`config.mk`:
```
export PLATFORM = sky130hd
export DESIGN_NAME = word_serializer
export DESIGN_NICKNAME = d
export VERILOG_FILES = /design/src/rtl/word_serializer.sv
export SDC_FILE = /design/constraint.sdc
export NUM_CORES = 1
export LEC_CHECK = 0
export ABC_AREA = 1
export BUFFER_PORTS_ARGS = -buffer_cell sky130_fd_sc_hd__clkbuf_2
export CAP_MARGIN = 15
export CORE_ASPECT_RATIO = 1.1
export CORE_MARGIN = 1
export CORE_UTILIZATION = 50
export DETAILED_ROUTE_END_ITERATION = 8
export MAX_ROUTING_LAYER = met4
export PLACE_DENSITY = 0.74
export SETUP_SLACK_MARGIN = 0.2
export SYNTH_ARGS = -nofsm -noshare
export SYNTH_HDL_FRONTEND = slang
export SYNTH_SLANG_ARGS = --single-unit
```
`constraint.sdc`:
```
create_clock -name clk -period 1.29 [get_ports clk]
set_clock_uncertainty 0.1 [all_clocks]
set_input_delay 0.258 -clock clk [delete_from_list [all_inputs] [get_ports clk]]
set_output_delay 0.258 -clock clk [all_outputs]
set_load 0.005 [all_outputs]
```
`src/rtl/word_serializer.sv`:
```
module word_serializer #(
  parameter int WORD_W = 20
) (
  input  logic              clk,
  input  logic              rst_n,
  input  logic              word_stb,
  input  logic [WORD_W-1:0] par_in,
  input  logic              half_mode,
  input  logic              main_oe_n,
  input  logic              loop_oe_n,
  output logic              ser_main,
  output logic              ser_loop
);
  localparam int HALF = WORD_W / 2;
  localparam int CW   = $clog2(WORD_W);

  logic [WORD_W-1:0] shreg;
  logic [CW-1:0]     cnt;
  logic              busy, phase, mode_q;

  wire              mode_rise = half_mode & ~mode_q;
  wire              take      = word_stb & ~mode_rise & (half_mode | ~phase);
  wire [CW-1:0]     last      = half_mode ? CW'(HALF - 1) : CW'(WORD_W - 1);
  wire [WORD_W-1:0] load_val  = half_mode ? {{HALF{1'b0}}, par_in[WORD_W-1:HALF]} : par_in;
  wire              bit_q     = busy & shreg[0];

  always_ff @(posedge clk or negedge rst_n) begin
    if (!rst_n) begin
      shreg  <= '0;
      cnt    <= '0;
      busy   <= 1'b0;
      phase  <= 1'b0;
      mode_q <= 1'b1;
    end else begin
      mode_q <= half_mode;
      if (mode_rise) begin
        shreg <= '0;
        cnt   <= '0;
        busy  <= 1'b0;
        phase <= 1'b0;
      end else begin
        if (half_mode)     phase <= 1'b0;
        else if (word_stb) phase <= ~phase;
        if (take) begin
          shreg <= load_val;
          cnt   <= '0;
          busy  <= 1'b1;
        end else if (busy) begin
          if (cnt == last) begin
            busy  <= 1'b0;
            shreg <= '0;
          end else begin
            cnt   <= cnt + 1'b1;
            shreg <= shreg >> 1;
          end
        end
      end
    end
  end

  assign ser_main = bit_q & ~main_oe_n;
  assign ser_loop = bit_q & ~loop_oe_n;
endmodule

```
==> impl_metrics.py <==
metrics = {
    "floorplan": {
        "die_h_um": 64.5,
        "fp.dieW_um": 58.8,
        "ios": 28,
        "fp.coreArea_um2": 3360,
        "rows": 22,
        "initial_core_util": 0.529,
        "die_area_um2": 3790,
    },
    "final_layout": {
        "register_area_um2": 704,
        "multi_input_area_um2": 1270,
        "fin_area_um2": 2840,
        "n_antenna_cell": 0,
        "nNetsFinal": 373,
        "nFillCells": 203,
        "fin_cells": 393,
        "synthToLayoutAreaGrowth_pct": 60.0,
        "drive_above_1_share": 0.449,
    },
    "status": {
        "violations": "negative setup slack",
        "outcome": "complete, but fails checks",
    },
    "timing": {
        "setup_viol": 28,
        "hold_viol_final": 0,
        "slew_headroom": 0.721,
        "fmax_ghz": 0.627,
        "post-route-period-util": 1.24,
        "worst_slack_ps": -306,
        "rsz0062_at_grt": "true",
        "tightest_slew_ps": 419,
        "hold_ws_ps": 62.2,
        "slew_viol_final": 0,
        "fin_crit_ps": 1600,
    },
    "critical_path": {
        "cp_data_arrival_time_ps": 1240,
        "worstSetupPathType": "register to output pin",
        "cp_top_family": "flip-flops",
        "critPathLaunchType": "register",
        "r2r.worst_path.cells": 7,
        "worstSetupEndpointType": "output pin",
        "timing.rr.start": "mode_q",
        "crit_required_ps": 930,
        "cp.buffers_inverters": 3,
        "crit_slowest_cell": "dfrtp_1",
        "r2r-end": "shreg[12]",
        "path_cells": "inv_2, buf_12, nor3_4, clkbuf_2",
        "r2r_slack_ps": -240,
        "max_stage_delay_ps": 410,
        "crit_start": "busy",
        "cp_max_fo": 4,
    },
    "global_routing": {
        "grt_overflow_total": 0,
        "grt_start_max_net_pins": 21,
        "antenna_found_initial": 0,
        "grt_pass1_wl_mm": 9.20,
        "grtUsageTotal": 0.330,
        "grt_pass1_vias": 1966,
    },
    "hold_path": {
        "hp-class": "primary input to register",
        "min_path_cells": 2,
        "whs_endpoint": "phase",
        "hp-start": "word_stb",
    },
    "pwr": {
        "power_density_nw_per_um2": 971,
        "leakagePower_nw": 1.49,
        "power_mw": 2.76,
        "ir_drop_mv": 0.570,
    },
    "clock_network": {
        "clk_pin_slew_ps": 160,
        "cts_tree": "yes",
        "clockBufferDepth": 2,
        "clock-sinks": 28,
        "cts-root-buf": "clkbuf_4",
        "insertion_delay_ps": 340,
        "htreeDepth": 1,
        "cts_buffers": 3,
    },
    "logic_synthesis": {
        "ys_ff_latch": 28,
        "synth_nets": 306,
        "ys.warnings.count": 0,
        "ys_seq_area_frac": 0.395,
        "syn_avg_cell_area_um2": 6.36,
        "synth_cell_types": 22,
        "syn_area_um2": 1780,
        "postSynthCellCount": 279,
    },
    "placed_design": {
        "dpl_cell_area_um2": 2210,
        "globalplace.congestion": 0.887,
        "port_buffers": 27,
        "dp_worst_setup_slack_ps": -110,
        "dpl.cell_count": 368,
        "place.detailed.hpwl_mm": 3.29,
    },
    "detailed_routing": {
        "via_per_inst": 5.66,
        "detail_route.iter0.violations": 271,
        "vias": 2223,
        "wire_per_inst_um": 17.6,
        "route.detailed.drc": 0,
        "antenna_left": 0,
        "drt-pass1-iter-count": 5,
        "drt-total-wl_mm": 6.92,
    },
    "job": {
        "max_cap_viol_count": 0,
    },
}
[sequential cells by signal, indices dropped and copies added, names as in the netlist]
signal / count
shreg: 20
cnt: 5
phase: 1
busy: 1
mode_q: 1
[per-stage QoR]
stage	utilization	TNS [ps]
final	0.846	-4190
after floorplan	-	0
after CTS	0.766	-2680
after global routing	0.846	-5880
after detailed placement	0.659	-1660
after global placement	0.659	-872
[report_power, final]
group / leakage (nW) / switching [mW] / total (mW) / internal (mW)
logic: 1.12 / 0.562 / 1.01 / 0.450
registers: 0.348 / 0.134 / 1.14 / 1.00
clock network: 0.0279 / 0.295 / 0.609 / 0.314
total: 1.49 / 0.991 / 2.76 / 1.77
[worst register-to-register path: stages, from the launching register on]
cell and delay [ps]:
dfstp_2 560, inv_2 50, nand2_8 110, buf_12 130
buf_4 130, nand4_1 170, nand2_1 160, a21oi_2 50
[cells in the final DEF, fill, tap and decap left out, types with 3 or more instances in the layout]
cell and instances:
nand4_1 11, clkbuf_2 26, nand3_1 11, inv_1 13, buf_12 7, nand2_4 14, nand2_8 3, buf_4 28
dfrtp_1 25, nand2_1 107, buf_6 7, nor2_1 19, nand3_4 3, inv_2 7, nor2_2 8, clkbuf_4 3
nand2_2 20, a21oi_2 9
[area by class of cell]
class	count	area share
Sequential cell	28	0.248
Clock buffer	3	0.00793
Timing Repair Buffer	74	0.236
Inverter	21	0.0286
Clock inverter	1	0.0106
Multi-Input combinational cell	218	0.448
Tap cell	48	0.0211
[synthesized netlist by cell type]
master | n | area share
a21oi_1 | 10 | 0.028
buf_2 | 7 | 0.020
buf_4 | 2 | 0.0085
buf_6 | 1 | 0.0063
clkbuf_1 | 3 | 0.0063
dfrtp_1 | 27 | 0.38
dfstp_2 | 1 | 0.015
ha_1 | 1 | 0.0070
inv_1 | 19 | 0.040
inv_2 | 2 | 0.0042
nand2_1 | 140 | 0.30
nand2_2 | 3 | 0.011
nand2_4 | 1 | 0.0063
nand3_1 | 14 | 0.039
nand3_2 | 1 | 0.0056
nand4_1 | 11 | 0.039
nor2_1 | 29 | 0.061
nor3_1 | 2 | 0.0056
o21ai_0 | 1 | 0.0028
o21ai_1 | 1 | 0.0028
o21ai_2 | 2 | 0.0099
xor2_1 | 1 | 0.0049
[cell families after synthesis]
logic type	after synthesis	synth area share
fa+ha+maj	1	0.00705
buf+inv	34	0.0853
simple gates	201	0.464
flops	28	0.395
compound gates	14	0.0437
xor+xnor	1	0.00493
[what timing repair did]
item | in CTS | in global routing
setup endpoints to repair | 28 | 28
buffers inserted | 7 | 8
hold buffers | 1 | 0
gates resized for setup | 50 | 48
pin swaps | 8 | 16
hold endpoints to repair | 12 | 0
gates cloned | 4 | 1
[metal layers]
metal,vias to the layer above,track usage,share of wire
li1,1001,-,-
met1,1054,0.431,0.38
met2,139,0.510,0.50
met3,29,0.0359,0.083
met4,0,0.158,0.037
met5,-,-,0
[worst max path at each step]
stage,slack (ps),cells past startpoint,to
5_1_grt,-360,4,ser_main
2_1_floorplan,0.7,8,shreg[3]
3_5_place_dp,-110,9,shreg[9]
6_report,-310,4,ser_main
3_3_place_gp,-60,9,shreg[9]
4_1_cts,-210,4,ser_loop
Power figures use the tool's default switching activity.
